File: config.mk
export PLATFORM = sky130hd
export DESIGN_NAME = fault_injector
export DESIGN_NICKNAME = d
export VERILOG_FILES = /design/src/rtl/fi_pkg.sv /design/src/rtl/fi_cfg_regs.sv /design/src/rtl/fi_trigger.sv /design/src/rtl/fi_corrupt.sv /design/src/rtl/fault_injector.sv
export SDC_FILE = /design/constraint.sdc
export NUM_CORES = 1
export LEC_CHECK = 0
export ABC_AREA = 0
export BUFFER_PORTS_ARGS = -buffer_cell sky130_fd_sc_hd__buf_2
export CORE_ASPECT_RATIO = 0.9
export CORE_MARGIN = 3
export CORE_UTILIZATION = 40
export DETAILED_ROUTE_END_ITERATION = 8
export GPL_ROUTABILITY_DRIVEN = 0
export PLACE_DENSITY = 0.66
export SETUP_SLACK_MARGIN = 0.1
export SYNTH_ARGS = -nofsm -noshare
export SYNTH_HDL_FRONTEND = slang
export SYNTH_SLANG_ARGS = --single-unit
File: constraint.sdc
create_clock -name clk -period 1.8 [get_ports clk]
set_input_delay 0 -clock clk [delete_from_list [all_inputs] [get_ports clk]]
set_output_delay 0 -clock clk [all_outputs]
set_load 0.05 [all_outputs]
File: src/rtl/fi_pkg.sv
package fi_pkg;

  typedef enum logic [2:0] {
    FM_FLIP   = 3'd0,
    FM_SET    = 3'd1,
    FM_CLEAR  = 3'd2,
    FM_STUCK0 = 3'd3,
    FM_STUCK1 = 3'd4
  } fault_model_e;

  localparam int MODEL_W = 3;

  function automatic logic model_is_valid(input logic [MODEL_W-1:0] m);
    return m <= FM_STUCK1;
  endfunction

  function automatic logic model_is_stuck(input logic [MODEL_W-1:0] m);
    return (m == FM_STUCK0) || (m == FM_STUCK1);
  endfunction

endpackage

File: src/rtl/fi_cfg_regs.sv
module fi_cfg_regs
  import fi_pkg::*;
#(
  parameter int WIDTH = 32,
  parameter int CNT_W = 16
) (
  input  logic                 clk,
  input  logic                 rst,
  input  logic                 we,
  input  logic                 enable_i,
  input  logic [MODEL_W-1:0]   model_i,
  input  logic                 persist_i,
  input  logic [WIDTH-1:0]     mask_i,
  input  logic [CNT_W-1:0]     trigger_i,
  output logic [MODEL_W-1:0]   model_q,
  output logic [WIDTH-1:0]     mask_q,
  output logic [CNT_W-1:0]     trigger_q,
  output logic                 armed,
  output logic                 sticky
);

  logic enable_q;
  logic persist_q;

  always_ff @(posedge clk) begin
    if (rst) begin
      enable_q  <= 1'b0;
      model_q   <= FM_FLIP;
      persist_q <= 1'b0;
      mask_q    <= '0;
      trigger_q <= '0;
    end else if (we) begin
      enable_q  <= enable_i;
      model_q   <= model_i;
      persist_q <= persist_i;
      mask_q    <= mask_i;
      trigger_q <= trigger_i;
    end
  end

  // Unknown model codes disarm the trigger entirely.
  assign armed  = enable_q & model_is_valid(model_q);
  assign sticky = persist_q | model_is_stuck(model_q);

endmodule

File: src/rtl/fi_trigger.sv
module fi_trigger #(
  parameter int CNT_W = 16
) (
  input  logic             clk,
  input  logic             rst,
  input  logic             start,
  input  logic             cfg_we,
  input  logic             armed,
  input  logic             sticky,
  input  logic [CNT_W-1:0] trigger,
  output logic             apply,
  output logic             injected
);

  localparam logic [CNT_W-1:0] CNT_MAX = {CNT_W{1'b1}};

  logic             running;
  logic [CNT_W-1:0] cnt;
  logic             done;
  logic             hold;
  logic             flag;
  logic             fire;

  assign fire     = running & armed & ~done & (cnt == trigger);
  assign apply    = fire | hold;
  assign injected = fire | flag;

  always_ff @(posedge clk) begin
    if (rst) begin
      running <= 1'b0;
      cnt     <= '0;
      done    <= 1'b0;
      hold    <= 1'b0;
      flag    <= 1'b0;
    end else if (start) begin
      running <= 1'b1;
      cnt     <= '0;
      done    <= 1'b0;
      hold    <= 1'b0;
      flag    <= 1'b0;
    end else begin
      if (running && cnt != CNT_MAX) begin
        cnt <= cnt + 1'b1;
      end
      if (fire) begin
        done <= 1'b1;
        flag <= 1'b1;
        hold <= sticky;
      end
      // A configuration write drops any persisting fault.
      if (cfg_we) begin
        hold <= 1'b0;
      end
    end
  end

endmodule

File: src/rtl/fi_corrupt.sv
module fi_corrupt
  import fi_pkg::*;
#(
  parameter int WIDTH = 32
) (
  input  logic               apply,
  input  logic [MODEL_W-1:0] model,
  input  logic [WIDTH-1:0]   mask,
  input  logic [WIDTH-1:0]   din,
  output logic [WIDTH-1:0]   dout
);

  for (genvar i = 0; i < WIDTH; i++) begin : g_bit
    logic faulty;
    always_comb begin
      case (model)
        FM_FLIP:              faulty = ~din[i];
        FM_SET,   FM_STUCK1:  faulty = 1'b1;
        FM_CLEAR, FM_STUCK0:  faulty = 1'b0;
        default:              faulty = din[i];
      endcase
    end
    assign dout[i] = (apply & mask[i]) ? faulty : din[i];
  end

endmodule

File: src/rtl/fault_injector.sv
module fault_injector
  import fi_pkg::*;
#(
  parameter int WIDTH = 32,
  parameter int CNT_W = 16
) (
  input  logic             clk,
  input  logic             rst,
  input  logic             cfg_we,
  input  logic             cfg_enable,
  input  logic [2:0]       cfg_model,
  input  logic             cfg_persist,
  input  logic [WIDTH-1:0] cfg_mask,
  input  logic [CNT_W-1:0] cfg_trigger,
  input  logic             start,
  input  logic [WIDTH-1:0] data_in,
  output logic [WIDTH-1:0] data_out,
  output logic             injected
);

  logic [MODEL_W-1:0] model_q;
  logic [WIDTH-1:0]   mask_q;
  logic [CNT_W-1:0]   trigger_q;
  logic               armed;
  logic               sticky;
  logic               fault_apply;

  fi_cfg_regs #(.WIDTH(WIDTH), .CNT_W(CNT_W)) u_cfg (
    .clk       (clk),
    .rst       (rst),
    .we        (cfg_we),
    .enable_i  (cfg_enable),
    .model_i   (cfg_model),
    .persist_i (cfg_persist),
    .mask_i    (cfg_mask),
    .trigger_i (cfg_trigger),
    .model_q   (model_q),
    .mask_q    (mask_q),
    .trigger_q (trigger_q),
    .armed     (armed),
    .sticky    (sticky)
  );

  fi_trigger #(.CNT_W(CNT_W)) u_trig (
    .clk      (clk),
    .rst      (rst),
    .start    (start),
    .cfg_we   (cfg_we),
    .armed    (armed),
    .sticky   (sticky),
    .trigger  (trigger_q),
    .apply    (fault_apply),
    .injected (injected)
  );

  fi_corrupt #(.WIDTH(WIDTH)) u_corrupt (
    .apply (fault_apply),
    .model (model_q),
    .mask  (mask_q),
    .din   (data_in),
    .dout  (data_out)
  );

endmodule

After elaboration in Yosys (flattened, before gate mapping)
Index checks and enable logic that the tools add are counted.
{"block": "op_classes", "n_addsub": 1, "n_lt_le_gt_ge": 1, "eq_ne": 6, "mux": 64, "n_bitwise": 72, "n_reduce_logical": 7}
{"op": "1-bit case mux with 3 select lines", "n": 32}
{"op": "1-bit bitwise AND", "n": 36}
{"op": "1-bit inverter", "n": 33}
{"op": "1-bit two-way mux", "n": 32}
{"op": "16-bit by 1-bit adder with 16-bit output (second input constant)", "n": 1}
{"op": "16-bit equality test", "n": 1}
{"op": "16-bit != test (second input constant)", "n": 1}
{"op": "3-bit by 2-bit equality test with 1-bit output (second input constant)", "n": 2}
{"op": "2-bit OR reduction", "n": 3}
{"op": "3-bit by 1-bit equality test with 1-bit output (second input constant)", "n": 1}
{"op": "3-bit equality test (second input constant)", "n": 1}
{"op": "3-bit less-or-equal comparator (second input constant)", "n": 1}
{"op": "3-bit logical NOT", "n": 1}
{"op": "1-bit bitwise OR", "n": 3}
{"op": "3-bit OR reduction", "n": 1}
{"op": "1-bit logical AND", "n": 1}
{"op": "1-bit logical OR", "n": 1}
{"block": "totals", "ff_bits": 72}

Longest topological paths before layout
Gate-level depths: netlist (run 1).
{"block": "depth", "word_depth": 8, "depth_mapped": 7, "mapped_depth_nobuf": 6}

By module
Synthesis (run 1) repeated with hierarchy kept, for this count alone.
{"block": "hier_totals", "hier_cells": 488, "area_unflattened_um2": 3946.3}
{"module": "fi_cfg_regs", "n_inst": 1, "cells_each": 176, "area_each_um2": 1934.4, "seq_area_each_um2": 1061.0}
{"module": "fi_trigger", "n_inst": 1, "cells_each": 134, "area_each_um2": 1133.6, "seq_area_each_um2": 380.4}
{"module": "fi_corrupt", "n_inst": 1, "cells_each": 178, "area_each_um2": 878.3, "seq_area_each_um2": 0.0}

Worst setup path after synthesis (run 1)
No wires, ideal clock.
{"block": "synth_path", "kind": "register to output", "startpoint": "register u_cfg.model_q[0]", "endpoint": "output port data_out[0]", "arrival_time_ns": 2.134, "slack_ns": -0.334, "stages_incl_launch_ff": 8, "path_buffers": 2, "cell_sequence": "dfxtp_1 -> buf_6 -> o21ai_2 -> nand4b_2 -> nor3_4 -> buf_6 -> nand4_1 -> a2bb2oi_1"}
{"block": "synth_between", "elab_chain_len": 8, "elab_cells_between_ends": 16, "classes_between": "order compare: 1; eq/ne: 4; mux: 2; bitwise: 6; reduce/logical: 3"}
{"item": "start, declared", "line_no": "fi_cfg_regs.sv:15", "rtl": "output logic [MODEL_W-1:0] model_q,"}
{"item": "start signal, assigned", "line_no": "fi_cfg_regs.sv:34", "rtl": "model_q <= model_i;"}
{"item": "3-bit less-or-equal comparator", "line_no": "fi_pkg.sv:14", "rtl": "return m <= FM_STUCK1;"}
{"item": "1-bit bitwise AND", "line_no": "fi_cfg_regs.sv:42", "rtl": "assign armed = enable_q & model_is_valid(model_q);"}
{"item": "1-bit bitwise AND (3 in a row)", "line_no": "fi_trigger.sv:24", "rtl": "assign fire = running & armed & ~done & (cnt == trigger);"}
{"item": "1-bit bitwise OR", "line_no": "fi_trigger.sv:25", "rtl": "assign apply = fire | hold;"}
{"item": "1-bit bitwise AND", "line_no": "fi_corrupt.sv:23", "rtl": "assign dout[i] = (apply & mask[i]) ? faulty : din[i];"}
{"item": "1-bit two-way mux *", "line_no": "fi_corrupt.sv:23"}
{"item": "end, declared", "line_no": "fault_injector.sv:17", "rtl": "output logic [WIDTH-1:0] data_out,"}
Every way passes the cells marked *; elsewhere a longest branch is shown, timed or not.

Worst setup path after layout (run 1)
{"block": "layout_path", "startpoint": "register u_cfg.trigger_q[13]", "endpoint": "output port data_out[12]"}
{"block": "layout_between", "elab_chain_len": 5}
{"item": "start, declared", "line_no": "fi_cfg_regs.sv:17", "rtl": "output logic [CNT_W-1:0] trigger_q,"}
{"item": "start signal, assigned", "line_no": "fi_cfg_regs.sv:37", "rtl": "trigger_q <= trigger_i;"}
{"item": "16-bit equality test", "line_no": "fi_trigger.sv:24"}
{"item": "1-bit bitwise AND", "line_no": "fi_trigger.sv:24"}
{"item": "1-bit bitwise OR", "line_no": "fi_trigger.sv:25"}
{"item": "1-bit bitwise AND", "line_no": "fi_corrupt.sv:23"}
{"item": "1-bit two-way mux", "line_no": "fi_corrupt.sv:23"}
No other way between the ends.

==> run_results.csv, run 1 <==
group,metric,value,unit
drt,drc_errors,0,
global_routing,first_global_vias,4600,
sta,fin_worst_skew,0.00551,ns
critical_path,timing_worst_setup_path_type,"flip-flop to output port",
clock_network,clockBufferDepth,2,
critical_path,crit_path_max_fanout,10,
sta,relSlewSlack,0.580,
synthesis,syn_avg_cell_area,8.55,um2
sta,period_share,1.18,
final_layout,final_net_count,770,
sta,worst_pin_slew,0.630,ns
drt,via_per_inst,5.45,
drt,drt_iter0_markers,237,
critical_path,crit_path_start_kind,"flip-flop",
drt,wl_per_cell,16.9,um
critical_path,crit_arrival,2.13,ns
power_and_ir_drop,powerDensity,650,mW/mm2
clock_network,clk_latency,0.33,ns
critical_path,worstPathRequired,1.80,ns
global_routing,grt_start_max_net_pins,56,
synthesis,synth_seq_area_share,0.345,
synthesis,yosys_warnings,0,
drt,drtAntennaViolNets,0,
sta,clock.fmax,469,MHz
power_and_ir_drop,cell_internal_pwr,3.24,mW
job,drv_cap,0,
synthesis,post-synth-top-area-cell,"dfxtp_1",
sta,setup_violations,33,
die,initial_core_util,0.422,
drt,met3RoutedLength,685,um
power_and_ir_drop,sw_frac_of_total,0.282,
power_and_ir_drop,power.share.clock,0.388,
synthesis,syn_area,0.00418,mm2
sta,min_period,2.13,ns
synthesis,synth_top_area_frac,0.345,
synthesis,synth_cells,489,
die,fp.coreArea,0.00991,mm2
clock_network,cts_tree,"yes",
run_status,violations,"negative setup slack",
run_status,status,"finished with violations",
die,die_area,0.0117,mm2
sta,rsz0062_at_grt,"true",
place,dp.final_hpwl,9.05,mm
power_and_ir_drop,leakage,2.69,nW
power_and_ir_drop,switching_power,1.27,mW
clock_network,clock-sinks,72,
drt,wl_met1,5.92,mm
clock_network,clkTransAtPathRegs,0.06,ns
drt,top_layer,"met4",
critical_path,crit_path_end_kind,"output port",
sta,layout_setup_ws,-0.332,ns
drt,wirelength,13.7,mm
clock_network,htree_num_levels,3,
power_and_ir_drop,peakVddDrop,482,uV
global_routing,grt_overflow,0,
synthesis,synth_cell_types,40,
final_layout,area_growth,66.0,%
synthesis,syn-num-nets,579,
synthesis,synth.area.top_cells,"dfxtp_1, mux2i_1, nor2_1",
power_and_ir_drop,p_seq_frac,0.385,
drt,wl_met2,6.88,mm
global_routing,antenna_found_initial,0,
final_layout,diodes,0,
die,io_pins,122,
die,die_w,114,um
clock_network,cts-root-buf,"clkbuf_16",
drt,vias,4424,
synthesis,synth-seq-cells,72,
place,io_buffers,121,
sta,setup_tns,-9.66,ns
power_and_ir_drop,p_comb_frac,0.228,
global_routing,grt_use_total,0.237,
sta,hold_slack,0.228,ns
min_path,holdCritPathClass,"input port to flip-flop",
drt,detail_route.first_pass.iterations,4,
die,row_count,34,
sta,finalHoldViolations,0,
die,die_h,103,um
global_routing,grt_pass1_wl,22.4,mm
sta,maxSlewViolCount,0,
final_layout,finish.utilization,0.700,
final_layout,drive_gt1_frac,0.366,
clock_network,cts_buffers,9,
## worst paths after layout
| kind | startpoint | end | slack [ns] | cells past startpoint |
|---|---|---|---|---|
| setup / recovery | u_cfg.trigger_q[13]$_SDFFE_PP0P_ | data_out[12] | -0.33 | 9 |
| hold / removal | cfg_we | u_cfg.mask_q[28]$_SDFFE_PP0P_ | 0.23 | 3 |
| setup reg to reg | u_trig.cnt[1]$_SDFFE_PP0P_ | u_trig.cnt[1]$_SDFFE_PP0P_ | 0.16 | 7 |
| hold reg to reg | u_cfg.trigger_q[4]$_SDFFE_PP0P_ | u_cfg.trigger_q[4]$_SDFFE_PP0P_ | 0.52 | 2 |
## worst max-delay path: stages (launching register included)
cell and delay [ns]:
dfxtp_2 0.34, xnor2_2 0.13, nand4_1 0.16, nor3_4 0.07, buf_12 0.13, buf_12 0.12, a21oi_4 0.25, clkbuf_16 0.27
a2bb2oi_4 0.17, buf_8 0.16
## kinds of logic after synthesis
| logic type | count (synthesis) | synth area share |
|---|---|---|
| compound gates | 114 | 0.180 |
| fa+ha+maj | 1 | 0.00299 |
| simple gates | 176 | 0.226 |
| flops | 72 | 0.345 |
| buf+inv | 43 | 0.0569 |
| mux | 54 | 0.129 |
| xor+xnor | 29 | 0.0607 |
## final cells by class
class | count | area, um2
multi-input cells | 374 | 3150
fillers | 749 | 2970
repair buffers | 219 | 1870
flip-flops and latches | 72 | 1460
clock buffers | 9 | 225
well taps | 126 | 158
clock inverters | 7 | 71.3
inverters | 4 | 15.0
## what timing repair did
item | CTS | global route
endpoints found under the hold margin | 55 | 0
gates cloned | 1 | 0
resized for setup | 77 | 27
hold buffers | 54 | 0
pin swaps | 17 | 13
setup endpoints to repair | 34 | 44
setup buffers | 3 | 4
## power by group through the flow
stage	registers, mW	logic, mW	clock network [mW]
after global routing	1.75	1.10	1.87
after CTS	1.73	1.00	1.79
after global placement	1.76	0.832	0
final	1.74	1.03	1.75
after floorplan	1.75	0.597	0
after detailed placement	1.77	0.849	0
## state kept, by name (all words and copies together) (netlist names)
signal	count
u_cfg.mask_q	32
u_cfg.trigger_q	16
u_trig.cnt	16
u_cfg.model_q	3
u_cfg.enable_q	1
u_cfg.persist_q	1
u_trig.done	1
u_trig.hold	1
u_trig.running	1
## synthesized netlist by cell type, drive strengths merged
master / number
a21o: 1
nand4b: 1
a2bb2oi: 32
and3: 1
xor2: 3
o211a: 1
and2: 2
inv: 4
nor2: 73
nor2b: 34
o21a: 1
a21oi: 36
or2: 2
ha: 1
a221oi: 1
mux2i: 54
nand3: 6
a2111oi: 1
o21ai: 34
nor3: 6
or3: 1
and4: 1
nand2: 6
a211oi: 6
nor4b: 1
nor4: 2
nand4: 40
a31oi: 1
buf: 25
xnor2: 26
dfxtp: 72
clkbuf: 14
## cells in the final DEF, fill, tap and decap left out, drive strengths merged, types with 2 or more instances in the layout
master / instances
nor4: 2
dlygate4sd3: 54
nor2b: 34
nand4: 40
buf: 164
mux2i: 54
nand3: 6
or2: 2
clkinv: 2
nand2: 6
inv: 5
nor2: 73
clkbuf: 10
a211oi: 6
o21ai: 34
clkinvlp: 3
a21oi: 36
a2bb2oi: 32
dfxtp: 72
and2: 2
xnor2: 26
xor2: 3
nor3: 6
## routing by layer
metal	track usage	vias to the layer above
li1	-	2155
met1	0.297	2095
met2	0.414	151
met3	0.0540	23
met4	0.0648	0
met5	0	-
## metrics by stage
stage	total power [mW]	area [um2]	setup WS [ns]	instances
3_5_place_dp	2.62	5660	-0.0941	734
6_report	4.52	6940	-0.332	811
5_1_grt	4.72	6940	-0.412	811
2_1_floorplan	2.35	4720	0.103	489
4_1_cts	4.52	6780	-0.315	808
3_3_place_gp	2.60	5660	-0.0697	734
No activity file was read; power rests on OpenSTA's default activity.
==> inputs of run 2 (changes only) <==
--- a/config.mk
+++ b/config.mk
@@ -12,8 +12,9 @@
 export CORE_UTILIZATION = 40
 export DETAILED_ROUTE_END_ITERATION = 8
 export GPL_ROUTABILITY_DRIVEN = 0
-export PLACE_DENSITY = 0.66
+export PLACE_DENSITY = 0.67
 export SETUP_SLACK_MARGIN = 0.1
 export SYNTH_ARGS = -nofsm -noshare
 export SYNTH_HDL_FRONTEND = slang
+export SYNTH_HIERARCHICAL = 1
 export SYNTH_SLANG_ARGS = --single-unit
==> run_results.csv, run 2 <==
group,metric,value,unit
run_status,status,"finished with violations",
run_status,violations,"negative setup slack",
critical_path,timing_worst_setup_path_type,"flip-flop to output port",
power_and_ir_drop,sw_frac_of_total,0.306,
synthesis,synth-seq-cells,72,
clock_network,htree_num_levels,3,
sta,layout_setup_ws,-0.807,ns
die,die_w,111,um
global_routing,grt_use_total,0.227,
power_and_ir_drop,cell_internal_pwr,2.81,mW
sta,worst_pin_slew,0.514,ns
final_layout,area_growth,77.8,%
synthesis,synth_top_area_frac,0.365,
final_layout,drive_gt1_frac,0.436,
power_and_ir_drop,p_comb_frac,0.260,
synthesis,syn_area,0.00395,mm2
clock_network,clockBufferDepth,2,
synthesis,synth.area.top_cells,"dfxtp_1, mux2i_1, nor2_1",
clock_network,cts_tree,"yes",
sta,min_period,2.61,ns
critical_path,crit_arrival,2.61,ns
synthesis,synth_cell_types,43,
synthesis,post-synth-top-area-cell,"dfxtp_1",
clock_network,clkTransAtPathRegs,0.07,ns
die,initial_core_util,0.421,
sta,relSlewSlack,0.658,
synthesis,syn_avg_cell_area,8.09,um2
place,pre_cts_slack,-0.441,ns
critical_path,crit_chain,"xor2_2, nor4_2, nand2_1, nor3_2, or2_4, buf_12, nand2_4, a211oi_4, o32a_4, buf_8",
sta,period_share,1.45,
synthesis,synth_seq_area_share,0.365,
synthesis,yosys_warnings,6,
final_layout,regMostFlops,"u_cfg/mask_q",
clock_network,cts-root-buf,"clkbuf_8",
global_routing,grt_overflow,0,
power_and_ir_drop,peakVddDrop,480,uV
critical_path,crit_path_start_kind,"flip-flop",
die,io_pins,122,
place,io_buffers,121,
sta,maxSlewViolCount,0,
drt,drtAntennaViolNets,0,
global_routing,antenna_found_initial,0,
synthesis,synth_commonest_cells,"nor2_1, dfxtp_1, mux2i_1, nand2_1, o31ai_1",
place,place_inst,767,
power_and_ir_drop,p_seq_frac,0.426,
global_routing,grt_start_max_net_pins,38,
sta,clock.fmax,384,MHz
clock_network,clk_latency,0.35,ns
final_layout,diodes,0,
drt,drc_errors,0,
place,dp.final_hpwl,8.52,mm
critical_path,crit_path_max_fanout,7,
synthesis,synth_edf_count,0,
sta,finalHoldViolations,0,
sta,fin_worst_skew,0.00767,ns
synthesis,ys.flop_type,"dfxtp_1",
critical_path,crit_path_end_kind,"output port",
global_routing,first_global_vias,4409,
drt,detail_route.first_pass.iterations,4,
drt,drt_iter0_markers,240,
synthesis,synth_cells,488,
clock_network,clock-sinks,72,
final_layout,final_common_cell,"nor2_1",
final_layout,stdcell_count,847,
power_and_ir_drop,switching_power,1.24,mW
die,row_count,33,
synthesis,syn-num-nets,578,
power_and_ir_drop,leakage,3.21,nW
sta,rsz0062_at_grt,"true",
power_and_ir_drop,powerDensity,577,mW/mm2
drt,wl_per_cell,16.7,um
final_layout,largest_reg_flops,32,
die,fp.coreArea,0.00937,mm2
min_path,holdCritPathClass,"input port to flip-flop",
global_routing,grt_pass1_wl,20.8,mm
synthesis,synth_most_common_cell,"nor2_1",
final_layout,reg_top3,"u_cfg/mask_q: 32 flops, u_cfg/trigger_q: 16 flops, u_trig/cnt: 16 flops",
clock_network,cts_buffers,9,
job,drv_cap,0,
critical_path,max_stage_delay,0.34,ns
die,die_h,100,um
sta,setup_violations,33,
power_and_ir_drop,power.share.clock,0.314,
die,die_area,0.0111,mm2
synthesis,synth-async-reset-ratio,0,
drt,via_per_inst,5.29,
final_layout,final_net_count,810,
drt,wirelength,14.1,mm
drt,vias,4481,
critical_path,worstPathRequired,1.80,ns
final_layout,final_cell_mix,"nor2_1, buf_2, dfxtp_1, buf_4, mux2i_1",
critical_path,cp_slowest_cell,"dfxtp_2",
[run 2: changes by cell type after synthesis, sizes merged, moves of 3 or more]
cell,previous run,this run
o31ai,0,31
xnor2,26,13
nor2b,34,1
nor4,2,5
nor2,73,135
nand4,40,6
a2bb2oi,32,0
xor2,3,14
buf,25,20
nand2,6,40
a21oi,36,7
[run 2: per-stage QoR]
stage          setup TNS, ns  hold slack (ns)  area, um2  utilization  total power, mW
4_1_cts               -20.62           0.0862       6610        0.705             4.01
3_3_place_gp          -10.55            0.233       5540        0.591             2.56
6_report              -23.90           0.0967       7020        0.749             4.05
2_1_floorplan          -4.28           0.0724       4450            -             2.33
5_1_grt               -29.18            0.110       7020        0.749             4.21
3_5_place_dp          -11.53            0.245       5540        0.591             2.58
[run 2: critical path, delay by kind of cell (launching register included)]
family / cells / cell delay (ns)
compound gates: 2 / 0.47
xor+xnor: 1 / 0.19
buf+inv: 2 / 0.29
flops: 1 / 0.34
simple gates: 5 / 0.97
[run 2: cells by family after synthesis]
kind of cell	synth area share
flip-flops	0.365
AND/OR/NAND/NOR	0.241
AO/OA/AOI/OAI	0.127
multiplexers	0.142
buffers and inverters	0.0612
adder cells (fa/ha/maj)	0.00317
XOR/XNOR	0.0599
[run 2: layout make-up]
type / count / area (um2)
Timing Repair Buffer: 255 / 2150
Clock buffer: 12 / 145
Sequential cell: 72 / 1450
Fill cell: 645 / 2360
Multi-Input combinational cell: 379 / 3060
Clock inverter: 4 / 45.0
Inverter: 3 / 11.3
Tap cell: 122 / 153
[run 2: path summary, 6_finish.rpt]
path,from,end,slack (ns),depth (start not counted)
worst min register to register,u_cfg/mask_q[5]$_SDFFE_PP0P_,u_cfg/mask_q[5]$_SDFFE_PP0P_,0.50,2
worst max register to register,u_trig/cnt[12]$_SDFFE_PP0P_,u_trig/hold$_SDFFE_PP0P_,0.05,6
worst max-delay path,u_trig/cnt[12]$_SDFFE_PP0P_,data_out[20],-0.81,10
worst min-delay path,rst,u_cfg/trigger_q[13]$_SDFFE_PP0P_,0.1,3
[run 2: routing by layer]
layer,track usage,wire length [um]
met1,0.280,5900
met5,0,0
met4,0.0824,378
met2,0.392,7100
met3,0.0494,761
[run 2: repair_timing]
action	CTS	global route
gates cloned	1	2
hold buffers	54	0
gates resized for setup	89	75
hold endpoints to repair	56	0
pin swaps	6	37
buffers inserted	2	8
setup endpoints to repair	43	48
[run 2: power by group through the flow]
| stage | combinational, mW | sequential (mW) | clock (mW) |
|---|---|---|---|
| 6_report | 1.05 | 1.72 | 1.27 |
| 5_1_grt | 1.12 | 1.73 | 1.36 |
| 4_1_cts | 1.01 | 1.71 | 1.29 |
| 3_5_place_dp | 0.830 | 1.75 | 0 |
| 3_3_place_gp | 0.812 | 1.74 | 0 |
| 2_1_floorplan | 0.595 | 1.74 | 0 |
